## config.mk

```make
export PLATFORM = sky130hd
export DESIGN_NAME = stack_page_unit
export DESIGN_NICKNAME = d
export VERILOG_FILES = /design/src/rtl/stk_pkg.sv /design/src/rtl/stk_ptr.sv /design/src/rtl/stk_clear.sv /design/src/rtl/stk_ctrl.sv /design/src/rtl/stack_page_unit.sv
export SDC_FILE = /design/constraint.sdc
export NUM_CORES = 1
export LEC_CHECK = 0
export CAP_MARGIN = 20
export CORE_AREA = 4 4 78 80
export DETAILED_ROUTE_END_ITERATION = 6
export DIE_AREA = 0 0 82 84
export PLACE_DENSITY_LB_ADDON = 0.1
export SLEW_MARGIN = 20
export SYNTH_ARGS = -nofsm -noshare
export SYNTH_HDL_FRONTEND = slang
export SYNTH_SLANG_ARGS = --single-unit
```

## constraint.sdc

```tcl
create_clock -name clk -period 3.3 [get_ports clk]
set_clock_uncertainty 0.05 [all_clocks]
set_input_delay 0.495 -clock clk [delete_from_list [all_inputs] [get_ports clk]]
set_output_delay 0.495 -clock clk [all_outputs]
set_load 0.1 [all_outputs]
```

## src/rtl/stk_pkg.sv

```systemverilog
package stk_pkg;
   typedef enum logic [2:0] {
      OP_NONE   = 3'd0,
      OP_PUSH8  = 3'd1,
      OP_POP8   = 3'd2,
      OP_PUSH16 = 3'd3,
      OP_POP16  = 3'd4,
      OP_LOAD   = 3'd5
   } stk_op_e;

   typedef enum logic [1:0] {
      ST_IDLE    = 2'd0,
      ST_PUSH_LO = 2'd1,
      ST_POP_HI  = 2'd2
   } stk_state_e;
endpackage

```

## src/rtl/stk_ptr.sv

```systemverilog
module stk_ptr #(
   parameter int PTR_W = 8,
   parameter logic [PTR_W-1:0] RESET_PTR = '1
) (
   input  logic             clk,
   input  logic             rst_n,
   input  logic             inc,
   input  logic             dec,
   input  logic             load,
   input  logic [PTR_W-1:0] load_val,
   output logic [PTR_W-1:0] ptr
);
   always_ff @(posedge clk) begin
      if (!rst_n)    ptr <= RESET_PTR;
      else if (load) ptr <= load_val;
      else if (inc)  ptr <= ptr + 1'b1;
      else if (dec)  ptr <= ptr - 1'b1;
   end


   ptr_inc_wrap_chk: assert property (@(posedge clk) disable iff (!rst_n)
      (inc && !load && !dec) |=> (ptr == PTR_W'($past(ptr) + 1'b1)));

   ptr_dec_wrap_chk: assert property (@(posedge clk) disable iff (!rst_n)
      (dec && !load && !inc) |=> (ptr == PTR_W'($past(ptr) - 1'b1)));

   ptr_excl_chk: assert property (@(posedge clk) disable iff (!rst_n)
      !(inc && dec));
endmodule

```

## src/rtl/stk_clear.sv

```systemverilog
module stk_clear #(
   parameter int PTR_W       = 8,
   parameter int CLEAR_BYTES = 254,
   parameter bit ENABLE      = 1'b1
) (
   input  logic             clk,
   input  logic             rst_n,
   output logic             clearing,
   output logic [PTR_W-1:0] idx
);
   localparam logic [PTR_W-1:0] LAST = PTR_W'(CLEAR_BYTES - 1);

   if (CLEAR_BYTES < 1 || CLEAR_BYTES > (1 << PTR_W)) begin : g_bad_count
      $error("stk_clear: CLEAR_BYTES out of range");
   end

   if (ENABLE) begin : g_clear
      always_ff @(posedge clk) begin
         if (!rst_n) begin
            clearing <= 1'b1;
            idx      <= '0;
         end else if (clearing) begin
            idx <= idx + 1'b1;
            if (idx == LAST) clearing <= 1'b0;
         end
      end


      clear_ascend_chk: assert property (@(posedge clk) disable iff (!rst_n)
         (clearing && $past(clearing) && $past(rst_n)) |-> (idx == PTR_W'($past(idx) + 1'b1)));
   end else begin : g_no_clear
      assign clearing = 1'b0;
      assign idx      = '0;
   end
endmodule

```

## src/rtl/stk_ctrl.sv

```systemverilog
module stk_ctrl
   import stk_pkg::*;
#(
   parameter int DATA_W = 8,
   parameter int PTR_W  = 8
) (
   input  logic                clk,
   input  logic                rst_n,
   input  logic                clearing,
   input  logic [2:0]          req_op,
   input  logic [2*DATA_W-1:0] req_data,
   input  logic [DATA_W-1:0]   rd_byte,
   output logic                seq_busy,
   output logic                wr_en,
   output logic                rd_en,
   output logic [DATA_W-1:0]   wr_byte,
   output logic                ptr_inc,
   output logic                ptr_dec,
   output logic                ptr_load,
   output logic [PTR_W-1:0]    ptr_val,
   output logic                res_valid,
   output logic [2*DATA_W-1:0] res_data
);
   stk_state_e          state;
   logic [DATA_W-1:0]   lo_q;
   logic                pv8_q, pv16_q;
   logic                accept;
   logic                is_push8, is_pop8, is_push16, is_pop16, is_load;

   assign accept    = !clearing && (state == ST_IDLE);
   assign is_push8  = accept && (req_op == OP_PUSH8);
   assign is_pop8   = accept && (req_op == OP_POP8);
   assign is_push16 = accept && (req_op == OP_PUSH16);
   assign is_pop16  = accept && (req_op == OP_POP16);
   assign is_load   = accept && (req_op == OP_LOAD);

   assign seq_busy = (state != ST_IDLE);
   assign wr_en    = is_push8 || is_push16 || (state == ST_PUSH_LO);
   assign rd_en    = is_pop8 || is_pop16 || (state == ST_POP_HI);
   assign ptr_inc  = rd_en;
   assign ptr_dec  = wr_en;
   assign ptr_load = is_load;
   assign ptr_val  = req_data[PTR_W-1:0];

   always_comb begin
      if (state == ST_PUSH_LO) wr_byte = lo_q;
      else if (is_push16)      wr_byte = req_data[2*DATA_W-1:DATA_W];
      else                     wr_byte = req_data[DATA_W-1:0];
   end

   always_ff @(posedge clk) begin
      if (!rst_n) begin
         state  <= ST_IDLE;
         lo_q   <= '0;
         pv8_q  <= 1'b0;
         pv16_q <= 1'b0;
      end else begin
         pv8_q  <= is_pop8;
         pv16_q <= (state == ST_POP_HI);
         case (state)
            ST_IDLE: begin
               if (is_push16) begin
                  state <= ST_PUSH_LO;
                  lo_q  <= req_data[DATA_W-1:0];
               end else if (is_pop16) begin
                  state <= ST_POP_HI;
               end
            end
            ST_POP_HI: begin
               lo_q  <= rd_byte;
               state <= ST_IDLE;
            end
            default: state <= ST_IDLE;
         endcase
      end
   end

   assign res_valid = pv8_q || pv16_q;
   assign res_data  = pv16_q ? {rd_byte, lo_q} : {{DATA_W{1'b0}}, rd_byte};


   second_beat_once_chk: assert property (@(posedge clk) disable iff (!rst_n)
      seq_busy |=> !seq_busy);

   pop_follows_read_chk: assert property (@(posedge clk) disable iff (!rst_n)
      res_valid |-> $past(rd_en));

   busy_blocks_load_chk: assert property (@(posedge clk) disable iff (!rst_n)
      (seq_busy || clearing) |-> !ptr_load);
endmodule

```

## src/rtl/stack_page_unit.sv

```systemverilog
module stack_page_unit
   import stk_pkg::*;
#(
   parameter int DATA_W         = 8,
   parameter int PTR_W          = 8,
   parameter int ADDR_W         = 16,
   parameter logic [ADDR_W-1:0] PAGE_BASE = 16'h0100,
   parameter logic [PTR_W-1:0]  RESET_PTR = 8'hFF,
   parameter int CLEAR_BYTES    = 254,
   parameter bit CLEAR_ON_RESET = 1'b1
) (
   input  logic                clk,
   input  logic                rst_n,
   input  logic [2:0]          req_op,
   input  logic [2*DATA_W-1:0] req_data,
   output logic                busy,
   output logic [PTR_W-1:0]    sp_out,
   output logic                pop_valid,
   output logic [2*DATA_W-1:0] pop_data,
   output logic [ADDR_W-1:0]   mem_addr,
   output logic                mem_we,
   output logic                mem_re,
   output logic [DATA_W-1:0]   mem_wdata,
   input  logic [DATA_W-1:0]   mem_rdata
);
   localparam int WORD_W = 2 * DATA_W;

   if (PTR_W >= ADDR_W || PTR_W > WORD_W) begin : g_bad_width
      $error("stack_page_unit: pointer wider than address or data");
   end

   logic             clearing, seq_busy;
   logic [PTR_W-1:0] clr_idx, ptr_val;
   logic             ptr_inc, ptr_dec, ptr_load;
   logic             s_we, s_re;
   logic [DATA_W-1:0] s_wbyte;

   stk_clear #(.PTR_W(PTR_W), .CLEAR_BYTES(CLEAR_BYTES), .ENABLE(CLEAR_ON_RESET)) u_clear (
      .clk(clk), .rst_n(rst_n), .clearing(clearing), .idx(clr_idx));

   stk_ctrl #(.DATA_W(DATA_W), .PTR_W(PTR_W)) u_ctrl (
      .clk(clk), .rst_n(rst_n), .clearing(clearing), .req_op(req_op),
      .req_data(req_data), .rd_byte(mem_rdata), .seq_busy(seq_busy),
      .wr_en(s_we), .rd_en(s_re), .wr_byte(s_wbyte), .ptr_inc(ptr_inc),
      .ptr_dec(ptr_dec), .ptr_load(ptr_load), .ptr_val(ptr_val),
      .res_valid(pop_valid), .res_data(pop_data));

   stk_ptr #(.PTR_W(PTR_W), .RESET_PTR(RESET_PTR)) u_ptr (
      .clk(clk), .rst_n(rst_n), .inc(ptr_inc), .dec(ptr_dec),
      .load(ptr_load), .load_val(ptr_val), .ptr(sp_out));

   assign busy      = clearing || seq_busy;
   assign mem_we    = clearing || s_we;
   assign mem_re    = !clearing && s_re;
   assign mem_wdata = clearing ? '0 : s_wbyte;
   assign mem_addr  = PAGE_BASE + ADDR_W'(clearing ? clr_idx : sp_out);


   page_addr_chk: assert property (@(posedge clk) disable iff (!rst_n)
      ((s_we || s_re) && !clearing) |-> (mem_addr == PAGE_BASE + ADDR_W'(sp_out)));

   clear_zero_chk: assert property (@(posedge clk) disable iff (!rst_n)
      clearing |-> (mem_we && mem_wdata == '0 && !mem_re));

   clear_holds_ptr_chk: assert property (@(posedge clk) disable iff (!rst_n)
      (clearing && $past(clearing) && $past(rst_n)) |-> $stable(sp_out));
endmodule

```

-- Word level (Yosys, flattened, before mapping)
Cells that the tools add are included.
- bits of input ports: 29
- output and inout port bits: 52
- register bits: 29
- word-level logic and storage cells: 60
- reductions and logical operators: 23
- equality and inequality tests: 9
- muxes and demuxes: 14
- add/sub/neg operators: 4
- bitwise gates (word level): 2
- operators with widths (cell ; count):
    $mux W8 ; 8
    $add A8 B1 Y8 const B ; 2
    $mux W16 ; 1
    $pmux W8 S2 ; 1
    $add A9 B8 Y10 const A ; 1
    $eq A8 B8 Y1 const B ; 1
    $sub A8 B1 Y8 const B ; 1
    $logic_and A1 B1 Y1 ; 7
    $logic_or A1 B1 Y1 ; 7
    $eq A3 B2 Y1 const B ; 2
    $eq A3 B3 Y1 const B ; 2
    $reduce_bool A2 Y1 ; 3
    $mux W1 ; 4
    $reduce_and A2 Y1 ; 2
    $eq A3 B1 Y1 const B ; 1
    $reduce_bool A3 Y1 ; 1
    $reduce_or A3 Y1 ; 1
    $eq A2 B1 Y1 const B ; 1
    $eq A2 B2 Y1 const B ; 1
    $logic_not A2 Y1 ; 1
    $ne A2 B1 Y1 const B ; 1
    $not A1 Y1 ; 2
    $logic_not A1 Y1 ; 1

-- Longest topological paths before layout
- depth in word-level cells: 8
- depth in mapped cells: 11
- depth with buffers taken out: 10

-- Hierarchy
A second synthesis with hierarchy kept.
- cells, all modules: 291
- area total of the unflattened synthesis: 2329.7 sq um
- by module, submodules not included (module ; cells each ; area each (sq um) ; sequential area each (sq um) ; times used):
    stk_ctrl ; 139 ; 1009.7 ; 240.2 ; 1
    stk_ptr ; 79 ; 670.6 ; 160.2 ; 1
    stk_clear ; 42 ; 400.4 ; 180.2 ; 1
    stack_page_unit ; 31 ; 249.0 ; 0.0 ; 1

-- Least setup slack after synthesis
OpenSTA, ideal clock, no wires.
- path type: flip-flop to output port
- start point: register u_ctrl.state[0]
- end point: output mem_wdata[0]
- required time: 2755 ps
- buffers on the path: 3
- path slack: -1291 ps
- stages on the path, launching flop included: 8
- arrival time: 4046 ps
- path through: dfxtp_1 buf_6 or3_1 buf_6 nor3b_4 buf_6 nand3_1 a311oi_1
- word-level cells in the longest chain between the ends: 6
- elaborated cells between the ends (all ways): 7
- classes of those cells: eq/ne: 1; mux: 3; reduce/logical: 3
- ends and longest elaborated chain (item ; RTL line ; source):
    start: declaration ; stk_ctrl.sv:24 ; stk_state_e state;
    start signal: assignment ; stk_ctrl.sv:53 ; state <= ST_IDLE;
    start signal: assignment ; stk_ctrl.sv:63 ; state <= ST_PUSH_LO;
    start signal: assignment ; stk_ctrl.sv:66 ; state <= ST_POP_HI;
    $logic_not A2 Y1 ; stk_ctrl.sv:30 ; assign accept = !clearing && (state == ST_IDLE);
    $logic_and A1 B1 Y1 ; stk_ctrl.sv:30 ;
    $logic_and A1 B1 Y1 ; stk_ctrl.sv:33 ; assign is_push16 = accept && (req_op == OP_PUSH16);
    $mux W8 ; stk_ctrl.sv:47 ; else if (is_push16) wr_byte = req_data[2*DATA_W-1:DATA_W];
    $mux W8 (*) ; stk_ctrl.sv:46 ; if (state == ST_PUSH_LO) wr_byte = lo_q;
    $mux W8 (*) ; stack_page_unit.sv:55 ; assign mem_wdata = clearing ? '0 : s_wbyte;
    end: declaration ; stack_page_unit.sv:23 ; output logic [DATA_W-1:0] mem_wdata,
Mark *: on every way between the ends. The rest lies on a longest branch, timed or not.

-- Final worst setup path
- start point: input req_op[1]
- end point: output mem_wdata[6]
- word-level cells in the longest chain between the ends: 5
- ends and longest elaborated chain (item ; RTL line ; source):
    start: declaration ; stack_page_unit.sv:14 ; input logic [2:0] req_op,
    $eq A3 B2 Y1 ; stk_ctrl.sv:33 ;
    $logic_and A1 B1 Y1 ; stk_ctrl.sv:33 ;
    $mux W8 ; stk_ctrl.sv:47 ;
    $mux W8 ; stk_ctrl.sv:46 ;
    $mux W8 ; stack_page_unit.sv:55 ;
Every way passes these cells.

==> out/metrics.cfg <==
[pwr]
vdd_ir_drop_max_uv=137
static-leakage-power_nw=1.26
pwr_density_cell_mw_per_mm2=288
power_w=0.000920
internal_power_w=0.000630
power_frac_seq_pct=38.9
clock_power_share_pct=39.7
switching_share_pct=31.6
switchingPower_w=0.000290
power.combinational.fraction_pct=21.4

[timing]
achievable-frequency_ghz=0.329
hold_viol_final=0
setup_violations=0
finalWorstPathRequiredPeriod_ns=3.04
final.period_utilization_pct=92.2
final_max_slew_viol_count=0
grt_setup_unrepaired=no
fin_setup_tns_ns=0
whs_ns=0.451
slew_headroom_pct=37.7
max_slew.worst_pin.slew_ns=0.935

[worst_setup_path]
setup.worst_path.start_class=primary input
worst-endpoint-arrival_ns=2.50
path_max_fanout=18
worst-path-buf-inv=4
cell_with_the_biggest_individual_delay_on_the_critical_path=sky130_fd_sc_hd__clkdlybuf4s50_1
critPathMostFrequentCell=sky130_fd_sc_hd__buf_4
crit_path_end_kind=primary output
crit_path_max_incr_delay_ns=0.43
cp_cell_sequence=clkdlybuf4s50_1 -> buf_4 -> nor3b_4 -> buf_4 -> nand2_2 -> nand2_1 -> a311oi_4 -> buf_12
crit_family=buffers and inverters
worst-r2r-setup-slack_ns=0.60
critPathRequiredTime_ns=2.75
r2r-start=u_clear.clearing
timing.critical_path.from=req_op[1]
critical_path_class=in -> out

[finish]
fin_nets=372
antenna-diode-count=0
mostFrequentLayoutCells=39 x sky130_fd_sc_hd__nand2_1, 33 x sky130_fd_sc_hd__buf_4, 31 x sky130_fd_sc_hd__nor2_1, 29 x sky130_fd_sc_hd__dfxtp_1, 28 x sky130_fd_sc_hd__clkdlybuf4s50_1
mostFrequentLayoutCell=sky130_fd_sc_hd__nand2_1
area_delta_synth_final_pct=49.9
instances_no_fill=406
drive_above_1_share_pct=25.7

[logic_synthesis]
synth_ff_type=sky130_fd_sc_hd__dfxtp_1
syn_area_per_cell_um2=7.91
synth-seq-area-share_pct=27.3
synth.cell_area_mm2=0.00213
synth_enable_flop_cells=0
synthesis.instances=269
ys_warn_count=0
post_synthesis_async_set_or_reset_flop_share_pct=0
ys_ff_latch=29
yosys.cell_types.count=48

[detailed_routing]
vias=2155
drtIter0Drc=99
drt-pass1-iter-count=5
wl_um=6410
route.detailed.vias_per_inst=5.31
wl_per_cell_um=15.8
ant_nets=0
post-route-drc-count=0

[floorplan]
design.portCount=81
rows=27
fp.dieArea_mm2=0.00689
die_w_um=82
die_h_um=84
design.core.area_mm2=0.00541
floorplan.initialDensity_pct=39.4

[job]
drv_cap=0

[placed_design]
cell_total_after_placement=399
buffer_ports.inserted=72
detailed_place_hpwl_um=4870
gp_congestion=0.804

[min_path]
worstHoldPathType=reg -> reg
min_from=u_ctrl.lo_q[5]

[run_status]
outcome=finished clean

[global_routing]
grt_usage_pct=19.3
vias_in_the_first_global_route=2005
grt_antenna_before_repair=0
grt_overflow_total=0
maximum_number_of_pins_on_one_net_before_global_route_repair=24
first_pass_grt_wire_length_um=10400

[clocking]
tritoncts=built
cts_htree_levels=2
clk_lat_worst_skew_ns=0.29
ctsResizeCount=0
cts_hold_buf=0
cts_buffer_depth=2
cts_buf_count=5
worst_setup_hold_path_clk_slew_ns=0.06
clock-root-buffer=sky130_fd_sc_hd__clkbuf_8
post-cts-setup-buffer-count=0
numClockSinks=29

==> routing by layer <==
| layer | part of all wire, % | vias up | GRT usage, % |
|---|---|---|---|
| li1 | - | 1081 | - |
| met1 | 44 | 1000 | 26.5 |
| met2 | 49 | 66 | 30.6 |
| met3 | 5.6 | 8 | 3.89 |
| met4 | 1.2 | 0 | 4.83 |
| met5 | 0 | - | 0 |
==> final cells by class <==
class / instances / area, µm²
repair buffers: 78 / 868
clock buffers: 5 / 68.8
clock inverters: 2 / 35.0
flip-flops and latches: 29 / 581
well taps: 72 / 90.1
multi-input cells: 213 / 1520
fillers: 490 / 2220
inverters: 7 / 26.3
==> logic make-up after synthesis <==
logic type,count (synthesis),synth area share (%)
and+or+nand+nor,118,26.9
AOI/OAI and AO/OA,55,20.3
buffers and inverters,33,8.41
DFF,29,27.3
muxes,14,7.41
adders and majority gates,9,5.64
xor gates and xnor gates,9,3.70
other,2,0.353
==> flip-flops by register name, indices dropped and copies added (netlist names) <==
register,count
u_ctrl.lo_q,8
u_ctrl.pv8_q,1
u_clear.clearing,1
u_clear.idx,8
u_ctrl.state,2
u_ctrl.pv16_q,1
u_ptr.ptr,8
==> tightest hold or removal path: stages, from the launching register on <==
cell and delay [ns]:
sky130_fd_sc_hd__dfxtp_1 0.32, sky130_fd_sc_hd__nand2_1 0.06, sky130_fd_sc_hd__a311oi_1 0.07
==> power by group through the flow <==
stage | registers (W) | clock network [W] | logic, W
6_report | 0.000358 | 0.000365 | 0.000197
5_1_grt | 0.000358 | 0.000390 | 0.000205
4_1_cts | 0.000358 | 0.000371 | 0.000197
3_5_place_dp | 0.000366 | 0 | 0.000197
3_3_place_gp | 0.000365 | 0 | 0.000196
2_1_floorplan | 0.000364 | 0 | 0.000139
==> Yosys cell counts, types with 2 or more instances <==
master                      instances  area share [%]
sky130_fd_sc_hd__nand2_1           39             6.9
sky130_fd_sc_hd__nor2_1            31             5.5
sky130_fd_sc_hd__dfxtp_1           29              27
sky130_fd_sc_hd__nand3_1           18             4.2
sky130_fd_sc_hd__a311oi_1          16             6.6
sky130_fd_sc_hd__mux2_2            14             7.4
sky130_fd_sc_hd__clkbuf_1          12             2.1
sky130_fd_sc_hd__and2_1             8             2.4
sky130_fd_sc_hd__buf_4              8             2.8
sky130_fd_sc_hd__ha_1               8             4.7
sky130_fd_sc_hd__inv_1              7             1.2
sky130_fd_sc_hd__o21ai_0            7             1.6
sky130_fd_sc_hd__xor2_1             7             2.9
sky130_fd_sc_hd__a21oi_1            6             1.4
sky130_fd_sc_hd__o2111ai_1          5             2.1
sky130_fd_sc_hd__o211ai_1           4             1.4
sky130_fd_sc_hd__a211oi_1           3             1.1
sky130_fd_sc_hd__buf_6              3             1.6
sky130_fd_sc_hd__nand4_1            3            0.88
sky130_fd_sc_hd__or3_1              3            0.88
sky130_fd_sc_hd__a21o_1             2            0.71
sky130_fd_sc_hd__buf_2              2            0.47
sky130_fd_sc_hd__conb_1             2            0.35
sky130_fd_sc_hd__nand2b_1           2            0.59
sky130_fd_sc_hd__nor3_1             2            0.47
sky130_fd_sc_hd__nor3b_1            2            0.71
sky130_fd_sc_hd__nor4_1             2            0.59
sky130_fd_sc_hd__o21a_1             2            0.71
sky130_fd_sc_hd__o21bai_1           2            0.71
sky130_fd_sc_hd__xnor2_1            2            0.82
==> metrics by stage <==
step | worst slack, ns | instance area, µm² | util (%)
2_1_floorplan | -0.216 | 2280 | -
4_1_cts | 0.265 | 3190 | 59.0
6_report | 0.257 | 3190 | 59.0
3_5_place_dp | 0.172 | 3090 | 57.1
3_3_place_gp | 0.231 | 3090 | 57.1
5_1_grt | 0.121 | 3190 | 59.0
==> worst paths after layout <==
check,depth (start not counted),to
hold reg to reg,2,u_ctrl.lo_q[5]
setup / recovery,8,mem_wdata[6]
hold / removal,2,u_ctrl.lo_q[5]
setup reg to reg,11,u_ptr.ptr[7]
Note: power is estimated with default switching activity, not from simulation.
